==> src/rtl/flash_cmd_pkg.sv <==
// Shared types and command byte values for the flash command decoder.
// Assumes: 16-bit data bus, commands carried in the low data byte.
package flash_cmd_pkg;
    typedef enum logic [2:0] {
        M_READ  = 3'd0,
        M_ASEL  = 3'd1,
        M_PROG  = 3'd2,
        M_ERASE = 3'd3,
        M_ESUSP = 3'd4,
        M_SPROG = 3'd5,
        M_ERR   = 3'd6,
        M_ABORT = 3'd7
    } fmode_t;

    typedef enum logic [2:0] {
        S_IDLE, S_UNL1, S_UNL2, S_PADDR, S_ER1, S_ER2, S_ER3
    } fstep_t;

    typedef struct packed {
        logic rst_short;
        logic rst_full;
        logic asel;
        logic prog;
        logic erase;
        logic susp;
        logic resume;
    } fcmd_t;

    localparam logic [7:0] C_KEY_A  = 8'hAA;
    localparam logic [7:0] C_KEY_B  = 8'h55;
    localparam logic [7:0] C_RESET  = 8'hF0;
    localparam logic [7:0] C_QUERY  = 8'h90;
    localparam logic [7:0] C_PROG   = 8'hA0;
    localparam logic [7:0] C_ERSET  = 8'h80;
    localparam logic [7:0] C_GO     = 8'h30;
    localparam logic [7:0] C_SUSP   = 8'hB0;
    localparam logic [10:0] ADR_KEY_A = 11'h555;
    localparam logic [10:0] ADR_KEY_B = 11'h2AA;
endpackage

==> src/rtl/flash_cmd_seq.sv <==
// Write-cycle sequencer: follows the unlock/command steps and emits one
// decoded command per completing write. Purely syntactic; the caller
// decides whether the current mode accepts the command.
// Assumes: bus_we is a one-cycle strobe; UNLK_W <= ADDR_W and UNLK_W <= 11.
module flash_cmd_seq
    import flash_cmd_pkg::*;
#(
    parameter int ADDR_W = 16,
    parameter int UNLK_W = 11
) (
    input  logic              clk,
    input  logic              rst_n,
    input  logic              we,
    input  logic [ADDR_W-1:0] addr,
    input  logic [15:0]       wdata,
    output fcmd_t             cmd
);
    fstep_t     step, step_nxt;
    logic [7:0] cb;
    logic       at_a, at_b;

    assign cb   = wdata[7:0];
    assign at_a = addr[UNLK_W-1:0] == ADR_KEY_A[UNLK_W-1:0];
    assign at_b = addr[UNLK_W-1:0] == ADR_KEY_B[UNLK_W-1:0];

    // Decode the current write against the expected next step.
    always_comb begin
        cmd      = '0;
        step_nxt = step;
        if (we) begin
            step_nxt = S_IDLE;
            if (step == S_PADDR) begin
                cmd.prog = 1'b1;
            end else if (cb == C_SUSP) begin
                cmd.susp = 1'b1;
            end else begin
                case (step)
                    S_IDLE: begin
                        if (cb == C_KEY_A && at_a) step_nxt = S_UNL1;
                        else if (cb == C_RESET)    cmd.rst_short = 1'b1;
                        else if (cb == C_GO)       cmd.resume = 1'b1;
                    end
                    S_UNL1: begin
                        if (cb == C_KEY_B && at_b) step_nxt = S_UNL2;
                        else if (cb == C_RESET)    cmd.rst_short = 1'b1;
                    end
                    S_UNL2: begin
                        if (cb == C_QUERY && at_a)      cmd.asel = 1'b1;
                        else if (cb == C_PROG && at_a)  step_nxt = S_PADDR;
                        else if (cb == C_ERSET && at_a) step_nxt = S_ER1;
                        else if (cb == C_RESET)         cmd.rst_full = 1'b1;
                    end
                    S_ER1: begin
                        if (cb == C_KEY_A && at_a) step_nxt = S_ER2;
                        else if (cb == C_RESET)    cmd.rst_short = 1'b1;
                    end
                    S_ER2: begin
                        if (cb == C_KEY_B && at_b) step_nxt = S_ER3;
                        else if (cb == C_RESET)    cmd.rst_short = 1'b1;
                    end
                    S_ER3: begin
                        if (cb == C_GO)            cmd.erase = 1'b1;
                        else if (cb == C_RESET)    cmd.rst_short = 1'b1;
                    end
                    default: step_nxt = S_IDLE;
                endcase
            end
        end
    end

    // Hold the sequence step.
    always_ff @(posedge clk) begin
        if (!rst_n) step <= S_IDLE;
        else        step <= step_nxt;
    end

    assert_padr_single_R6: assert property (@(posedge clk) disable iff (!rst_n)
        (we && step == S_PADDR) |=> step == S_IDLE);
    assert_unlock_miss_R3: assert property (@(posedge clk) disable iff (!rst_n)
        (we && step == S_UNL1 && wdata[7:0] != C_KEY_B) |=> step == S_IDLE);
endmodule

==> src/rtl/flash_op_timer.sv <==
// Duration counters standing in for the embedded program and erase
// algorithms. The erase count is held while the erase is suspended.
// Assumes: PROG_CYC >= 2, ERASE_CYC >= 2.
module flash_op_timer #(
    parameter int PROG_CYC  = 6,
    parameter int ERASE_CYC = 20
) (
    input  logic clk,
    input  logic rst_n,
    input  logic prog_run,
    input  logic erase_run,
    input  logic erase_keep,
    output logic prog_done,
    output logic erase_done
);
    localparam int PW = $clog2(PROG_CYC + 1);
    localparam int EW = $clog2(ERASE_CYC + 1);

    logic [PW-1:0] p_cnt;
    logic [EW-1:0] e_cnt;

    assign prog_done  = prog_run  && (p_cnt == PW'(PROG_CYC - 1));
    assign erase_done = erase_run && (e_cnt == EW'(ERASE_CYC - 1));

    // Count program cycles; clear when idle or finished.
    always_ff @(posedge clk) begin
        if (!rst_n)                      p_cnt <= '0;
        else if (prog_run && !prog_done) p_cnt <= p_cnt + 1'b1;
        else                             p_cnt <= '0;
    end

    // Count erase cycles; hold across a suspension, clear otherwise.
    always_ff @(posedge clk) begin
        if (!rst_n)          e_cnt <= '0;
        else if (erase_run)  e_cnt <= erase_done ? '0 : e_cnt + 1'b1;
        else if (!erase_keep) e_cnt <= '0;
    end

    assert_prog_bound_R6: assert property (@(posedge clk) disable iff (!rst_n)
        p_cnt < PW'(PROG_CYC));
    assert_erase_hold_R7: assert property (@(posedge clk) disable iff (!rst_n)
        (!erase_run && erase_keep) |=> $stable(e_cnt));
endmodule

==> src/rtl/flash_rd_path.sv <==
// Registered read multiplexer: array data, identifier codes or status
// word, selected by the current mode.
// Status word: bit 7 data polling, bit 5 failure, bit 1 buffer abort.
module flash_rd_path
    import flash_cmd_pkg::*;
#(
    parameter int              ADDR_W    = 16,
    parameter int              SECT_W    = 3,
    parameter logic [15:0]     MFR_ID    = 16'h0001,
    parameter logic [15:0]     DEV_ID    = 16'h227E,
    parameter logic [(1<<SECT_W)-1:0] PROT_MASK = 8'h25
) (
    input  logic              clk,
    input  logic              rst_n,
    input  logic              rd_en,
    input  logic [ADDR_W-1:0] rd_addr,
    input  logic [15:0]       array_rdata,
    input  fmode_t            mode,
    input  logic [SECT_W-1:0] er_sect,
    input  logic              poll_d7,
    output logic [15:0]       rd_data
);
    logic [SECT_W-1:0] sect;
    logic [15:0]       rd_nxt;

    assign sect = rd_addr[ADDR_W-1 -: SECT_W];

    // Pick the read source for this mode.
    always_comb begin
        case (mode)
            M_READ: rd_nxt = array_rdata;
            M_ASEL: begin
                case (rd_addr[1:0])
                    2'b00:   rd_nxt = MFR_ID;
                    2'b01:   rd_nxt = DEV_ID;
                    2'b10:   rd_nxt = {15'd0, PROT_MASK[sect]};
                    default: rd_nxt = 16'h0000;
                endcase
            end
            M_PROG, M_SPROG: rd_nxt = {8'h00, ~poll_d7, 7'd0};
            M_ERASE:         rd_nxt = 16'h0000;
            M_ESUSP:         rd_nxt = (sect == er_sect) ? 16'h0080 : array_rdata;
            M_ERR:           rd_nxt = 16'h0020;
            M_ABORT:         rd_nxt = {8'h00, ~poll_d7, 5'd0, 1'b1, 1'b0};
            default:         rd_nxt = 16'h0000;
        endcase
    end

    // Register the read data on each read strobe.
    always_ff @(posedge clk) begin
        if (!rst_n)     rd_data <= '0;
        else if (rd_en) rd_data <= rd_nxt;
    end

    assert_array_read_R2: assert property (@(posedge clk) disable iff (!rst_n)
        (rd_en && mode == M_READ) |=> rd_data == $past(array_rdata));
endmodule

==> src/rtl/flash_cmd_decoder.sv <==
// Top of the command decoder: qualifies decoded commands by the current
// mode, runs the mode machine, and drives the operation pulses.
// Assumes: op_fail and buf_abort are one-cycle reports from the embedded
// engine; a completion takes priority over a same-cycle command.
module flash_cmd_decoder
    import flash_cmd_pkg::*;
#(
    parameter int              ADDR_W    = 16,
    parameter int              SECT_W    = 3,
    parameter int              UNLK_W    = 11,
    parameter int              PROG_CYC  = 6,
    parameter int              ERASE_CYC = 20,
    parameter logic [15:0]     MFR_ID    = 16'h0001,
    parameter logic [15:0]     DEV_ID    = 16'h227E,
    parameter logic [(1<<SECT_W)-1:0] PROT_MASK = 8'h25
) (
    input  logic              clk,
    input  logic              rst_n,
    input  logic              bus_we,
    input  logic [ADDR_W-1:0] bus_addr,
    input  logic [15:0]       bus_wdata,
    input  logic              rd_en,
    input  logic [ADDR_W-1:0] rd_addr,
    input  logic [15:0]       array_rdata,
    input  logic              op_fail,
    input  logic              buf_abort,
    output logic [15:0]       rd_data,
    output logic [2:0]        mode_o,
    output logic              start_prog,
    output logic              start_erase,
    output logic              erase_susp,
    output logic              erase_resume,
    output logic [ADDR_W-1:0] op_addr,
    output logic [15:0]       op_data
);
    fcmd_t             cmd;
    fmode_t            mode, mode_nxt, asel_ret;
    logic [SECT_W-1:0] er_sect, w_sect;
    logic              poll_d7;
    logic              go_prog, go_erase, go_susp, go_res, go_asel;
    logic              prog_done, erase_done, busy, any_rst;

    assign w_sect  = bus_addr[ADDR_W-1 -: SECT_W];
    assign busy    = (mode == M_PROG) || (mode == M_ERASE) || (mode == M_SPROG);
    assign any_rst = cmd.rst_short || cmd.rst_full;
    assign mode_o  = mode;

    flash_cmd_seq #(.ADDR_W(ADDR_W), .UNLK_W(UNLK_W)) u_seq (
        .clk(clk), .rst_n(rst_n), .we(bus_we), .addr(bus_addr),
        .wdata(bus_wdata), .cmd(cmd)
    );

    flash_op_timer #(.PROG_CYC(PROG_CYC), .ERASE_CYC(ERASE_CYC)) u_tmr (
        .clk(clk), .rst_n(rst_n),
        .prog_run((mode == M_PROG) || (mode == M_SPROG)),
        .erase_run(mode == M_ERASE),
        .erase_keep((mode == M_ESUSP) || (mode == M_SPROG) ||
                    (mode == M_ASEL && asel_ret == M_ESUSP)),
        .prog_done(prog_done), .erase_done(erase_done)
    );

    flash_rd_path #(.ADDR_W(ADDR_W), .SECT_W(SECT_W), .MFR_ID(MFR_ID),
                    .DEV_ID(DEV_ID), .PROT_MASK(PROT_MASK)) u_rd (
        .clk(clk), .rst_n(rst_n), .rd_en(rd_en), .rd_addr(rd_addr),
        .array_rdata(array_rdata), .mode(mode), .er_sect(er_sect),
        .poll_d7(poll_d7), .rd_data(rd_data)
    );

    // Next mode: engine events first, then mode-qualified commands.
    always_comb begin
        mode_nxt = mode;
        go_prog  = 1'b0;
        go_erase = 1'b0;
        go_susp  = 1'b0;
        go_res   = 1'b0;
        go_asel  = 1'b0;
        if (op_fail && busy) begin
            mode_nxt = M_ERR;
        end else if (buf_abort && mode == M_PROG) begin
            mode_nxt = M_ABORT;
        end else if (prog_done) begin
            mode_nxt = (mode == M_SPROG) ? M_ESUSP : M_READ;
        end else if (erase_done) begin
            mode_nxt = M_READ;
        end else begin
            if (any_rst && mode == M_ASEL)          mode_nxt = asel_ret;
            if (any_rst && mode == M_ERR)           mode_nxt = M_READ;
            if (cmd.rst_full && mode == M_ABORT)    mode_nxt = M_READ;
            if (cmd.asel && (mode == M_READ || mode == M_ESUSP)) begin
                mode_nxt = M_ASEL;
                go_asel  = 1'b1;
            end
            if (cmd.prog && mode == M_READ) begin
                mode_nxt = M_PROG;
                go_prog  = 1'b1;
            end
            if (cmd.prog && mode == M_ESUSP && w_sect != er_sect) begin
                mode_nxt = M_SPROG;
                go_prog  = 1'b1;
            end
            if (cmd.erase && mode == M_READ) begin
                mode_nxt = M_ERASE;
                go_erase = 1'b1;
            end
            if (cmd.susp && mode == M_ERASE) begin
                mode_nxt = M_ESUSP;
                go_susp  = 1'b1;
            end
            if (cmd.resume && mode == M_ESUSP) begin
                mode_nxt = M_ERASE;
                go_res   = 1'b1;
            end
        end
    end

    // Mode register, operation target capture and start pulses.
    always_ff @(posedge clk) begin
        if (!rst_n) begin
            mode         <= M_READ;
            asel_ret     <= M_READ;
            er_sect      <= '0;
            poll_d7      <= 1'b0;
            op_addr      <= '0;
            op_data      <= '0;
            start_prog   <= 1'b0;
            start_erase  <= 1'b0;
            erase_susp   <= 1'b0;
            erase_resume <= 1'b0;
        end else begin
            mode         <= mode_nxt;
            start_prog   <= go_prog;
            start_erase  <= go_erase;
            erase_susp   <= go_susp;
            erase_resume <= go_res;
            if (go_asel) asel_ret <= mode;
            if (go_prog) begin
                op_addr <= bus_addr;
                op_data <= bus_wdata;
                poll_d7 <= bus_wdata[7];
            end
            if (go_erase) begin
                op_addr <= bus_addr;
                er_sect <= w_sect;
            end
        end
    end

    assert_susp_from_erase_R8: assert property (@(posedge clk) disable iff (!rst_n)
        erase_susp |-> (mode == M_ESUSP && $past(mode) == M_ERASE));
    assert_resume_from_susp_R9: assert property (@(posedge clk) disable iff (!rst_n)
        erase_resume |-> (mode == M_ERASE && $past(mode) == M_ESUSP));
    assert_sprog_other_sector_R10: assert property (@(posedge clk) disable iff (!rst_n)
        (start_prog && mode == M_SPROG) |-> op_addr[ADDR_W-1 -: SECT_W] != er_sect);
    assert_err_exit_R11: assert property (@(posedge clk) disable iff (!rst_n)
        (mode == M_ERR) |=> (mode == M_ERR || mode == M_READ));
    assert_abort_exit_R12: assert property (@(posedge clk) disable iff (!rst_n)
        (mode == M_ABORT) |=> (mode == M_ABORT || mode == M_READ));
    assert_pulse_excl_R6: assert property (@(posedge clk) disable iff (!rst_n)
        $onehot0({start_prog, start_erase, erase_susp, erase_resume}));
endmodule

==> config.mk <==
export PLATFORM = sky130hd
export DESIGN_NAME = flash_cmd_decoder
export DESIGN_NICKNAME = d
export VERILOG_FILES = /design/src/rtl/flash_cmd_pkg.sv /design/src/rtl/flash_cmd_seq.sv /design/src/rtl/flash_op_timer.sv /design/src/rtl/flash_rd_path.sv /design/src/rtl/flash_cmd_decoder.sv
export SDC_FILE = /design/constraint.sdc
export NUM_CORES = 1
export LEC_CHECK = 0
export BUFFER_PORTS_ARGS = -buffer_cell sky130_fd_sc_hd__clkbuf_2
export CAP_MARGIN = 20
export CORE_UTILIZATION = 45
export CTS_CLUSTER_SIZE = 16
export DETAILED_ROUTE_END_ITERATION = 8
export GPL_TIMING_DRIVEN = 1
export PLACE_DENSITY = 0.73
export SYNTH_ARGS = -nofsm -noshare
export SYNTH_HDL_FRONTEND = slang
export SYNTH_SLANG_ARGS = --single-unit
==> constraint.sdc <==
create_clock -name clk -period 6.8 [get_ports clk]
set_clock_uncertainty 0.05 [all_clocks]
set_input_delay 1.02 -clock clk [delete_from_list [all_inputs] [get_ports clk]]
set_output_delay 1.02 -clock clk [all_outputs]
set_load 0.01 [all_outputs]
==> summary.md <==
| Metric | Value |
|---|---|
| Worst Setup End Kind | register |
| Worst EP arrival | 3.29 ns |
| Synthesized Nets | 466 |
| CTS Buffer Depth | 2 |
| Core Area | 7727 um^2 |
| Initial antenna violation count | 0 |
| Fin nets | 566 |
| Most used DFF post-synth | dfxtp_1 |
| Crit path from | bus_addr[13] |
| Slowest CP cell | a21o_1 |
| Hold path startpoint | u_tmr.p_cnt[0]$_SDFF_PN0_ |
| Status | finished clean |
| M1 GR Usage | 25.97% |
| Sequential cell area | 1441 um^2 |
| Post-CTS Repair Setup Buffers | 0 |
| Cell variety after synth | 61 |
| Routed Antenna Nets | 0 |
| # diodes | 0 |
| Hold path cells | 1 |
| Critical path peak fanout | 19 |
| Wire length per cell | 14.26 um |
| Minimum clock period | 3.055 ns |
| HP Class | reg2reg |
| CTS hold repair buffers | 0 |
| CTS tree | yes |
| Fmax | 0.3274 GHz |
| Crit start category | input port |
| DIE WIDTH | 91.50 um |
| M2 GR Usage | 33.77% |
| Clock buffer count from CTS | 9 |
| I/O Pins | 125 |
| Fill cells | 686 |
| Syn Area/Cell | 9.172 um^2 |
| HPWL Detailed | 6101 um |
| Synth-to-Final Area Change | 22.18% |
| Clock transition at the registers of the reported paths | 0.08 ns |
| R2R setup slack | 3.85 ns |
| Count of flip-flops with a built-in enable after synthesis | 0 |
| 1st-iter DRT viols | 122 |
| IO buf count | 113 |
| Die extent in y | 91.50 um |
| First-pass GRT wire length | 14,020 um |
| Commonest non-fill, non-tap cell in the layout | clkbuf_2 |
| Post-synthesis async set-or-reset flop share | 0% |
| Sum of buffers and inverters on the critical path | 1 |
| Synthesized cell area | 3605 um^2 |
| Final setup vio count | 0 |
| Critical path cell sequence | clkbuf_2 -> xor2_1 -> nor3_1 -> a21o_1 -> or4b_1 -> or2_1 -> a21oi_1 |
| Total grt overflow | 0 |
| Vias in the first global route | 3,051 |
| Min Hold Slack | 0.4117 ns |
| Layer with the highest usage | met2 |
| Period utilisation layout | 44.92% |
| Share of cells above drive strength 1 | 27.11% |
| Seq/Total Area, Yosys | 39.99% |
| Yosys reg bits | 72 |
| WP data required | 7.03 ns |
| Relative slew slack | 36.80% |
| Max Cap Viol | 0 |
| Reg2reg path depth | 6 |
| Final hold vios | 0 |
| Unrepaired setup endpoints after global routing | no |
| Most frequent cells in the layout | clkbuf_2 (113), dfxtp_1 (72), nor2b_1 (42) |
| CP top delay family | simple AND/OR/NAND/NOR gates |
| Initial Util | 46.65% |
| Crit Reg-Reg Startpoint | mode_o[0]$_SDFFE_PP0P_ |
| WHS Endpoint | u_tmr.p_cnt[0]$_SDFF_PN0_ |
| Fin. max-slew vios | 0 |
| Final Cell Area | 4404 um^2 |
| CTS Sinks | 72 |
| Pin count of the biggest net entering global routing | 45 |
| Fin worst setup slack | 3.745 ns |
| Pwr dens | 199.4 nW/um^2 |
| Crit Path Category | in2reg |
| H-tree Lvls | 3 |
| Die ar. | 8372 um^2 |
| Syn. warnings | 0 |
| WL final | 8555 um |
| DR DRC count | 0 |
| Crit-path max cell delay | 0.80 ns |
| Vias per cell | 5.422 |
| First-pass iteration count of the detailed router | 4 |
| Post-CTS Resized | 0 |
| Pre-CTS setup slack | 3.371 ns |
| Total GRT Usage | 20.70% |
| P_leak | 2.092 nW |
| Post-Syn Instances | 393 |
| TNS Setup | 0 ns |
| Clk root buf | clkbuf_8 |
| Clk Latency, worst-skew pair | 0.35 ns |
| Worst r2r dst | mode_o[2]$_SDFFE_PN0P_ |
| VDD IR-drop max | 0.0001005 V |
| # rows | 32 |
| Slew @ Worst Pin | 0.9479 ns |
| DP Area | 4184 um^2 |
| Multi-input gate area in the final layout | 2016 um^2 |
| Met3 Usage GRT | 5.779% |
| Via count | 3,253 |
| GP Congestion | 0.8715 |
==> registers in the layout (all words and copies together) (netlist names) <==
signal        cells
op_data          16
start_prog        1
u_tmr.e_cnt       5
erase_resume      1
mode_o            3
u_tmr.p_cnt       3
start_erase       1
u_seq.step        3
er_sect           3
asel_ret          3
op_addr          16
u_rd.rd_data     16
erase_susp        1
==> metrics by stage <==
step | power [mW] | cells | utilization, %
finish | 0.8780 | 600 | 56.99
global placement | 0.5085 | 584 | 54.15
CTS | 0.8873 | 600 | 56.99
global route | 0.9129 | 600 | 56.99
detailed placement | 0.5100 | 584 | 54.15
floorplan | 0.4747 | 393 | -
==> worst reg2reg max path, cell delays in order (launching register included) <==
cell     delay [ns]
dfxtp_1        0.74
or3b_1         0.25
or3_1          0.18
a21o_1         0.74
or4b_1         0.56
or2_1          0.25
a21oi_1        0.12
==> cell usage after synthesis, drive strengths merged, types with 3 or more instances <==
cell type  number  area (um^2)
a21boi          8        60.06
a21oi          16        80.08
and2            4        27.53
and3            3        18.77
buf             7        57.55
clkbuf         19        71.32
dfxtp          72         1441
ha              3        37.54
inv             5        18.77
mux2i          36        360.4
nand2          17        63.81
nand2b          9        56.30
nand3          13        65.06
nand4          10        62.56
nand4b          5        43.79
nor2           23        86.33
nor2b          42        262.8
nor3            8        40.04
nor3b           4        30.03
nor4            3        18.77
nor4b           3        26.28
nor4bb          7        70.07
o211ai          4        30.03
o21ai          15        75.07
or3             3        18.77
or3b            3        26.28
or4             3        22.52
or4b            5        53.80
xnor2           5        43.79
xor2            6        52.55
==> worst max-delay path by stage <==
stage / endpoint / slack (ns) / cells past startpoint
4_1_cts: mode_o[2]$_SDFFE_PN0P_ / 3.73 / 7
3_3_place_gp: mode_o[1]$_SDFFE_PN0P_ / 3.43 / 7
6_report: mode_o[2]$_SDFFE_PN0P_ / 3.75 / 7
2_1_floorplan: op_addr[0]$_SDFFE_PN0P_ / 3.73 / 9
3_5_place_dp: mode_o[2]$_SDFFE_PN0P_ / 3.37 / 7
5_1_grt: mode_o[2]$_SDFFE_PN0P_ / 3.64 / 7
==> logic make-up after synthesis <==
logic type | Yosys count | synth area share (%)
simple gates | 177 | 30.58
flops | 72 | 39.99
compound gates | 63 | 11.63
mux | 36 | 9.997
buf+inv | 31 | 4.096
xor+xnor | 11 | 2.673
fa+ha+maj | 3 | 1.041
==> layout make-up <==
| cell class | count | share of cell area [%] |
|---|---|---|
| multi-input cells | 290 | 45.77 |
| clock inverters | 6 | 2.102 |
| flip-flops and latches | 72 | 32.73 |
| well taps | 102 | 2.898 |
| clock buffers | 10 | 2.898 |
| repair buffers | 115 | 13.18 |
| inverters | 5 | 0.4261 |
==> power by group <==
part / leakage, nW / internal [mW] / switching (mW)
clock network: 0.108 / 0.209 / 0.168
logic: 1.40 / 0.0326 / 0.0363
registers: 0.583 / 0.428 / 0.00336
==> per-layer routing <==
metal	share of wire (%)	vias to the layer above
li1	-	1619
met1	45	1507
met2	47	114
met3	6.5	13
met4	1.6	0
met5	0	-
Power figures use the tool's default switching activity.
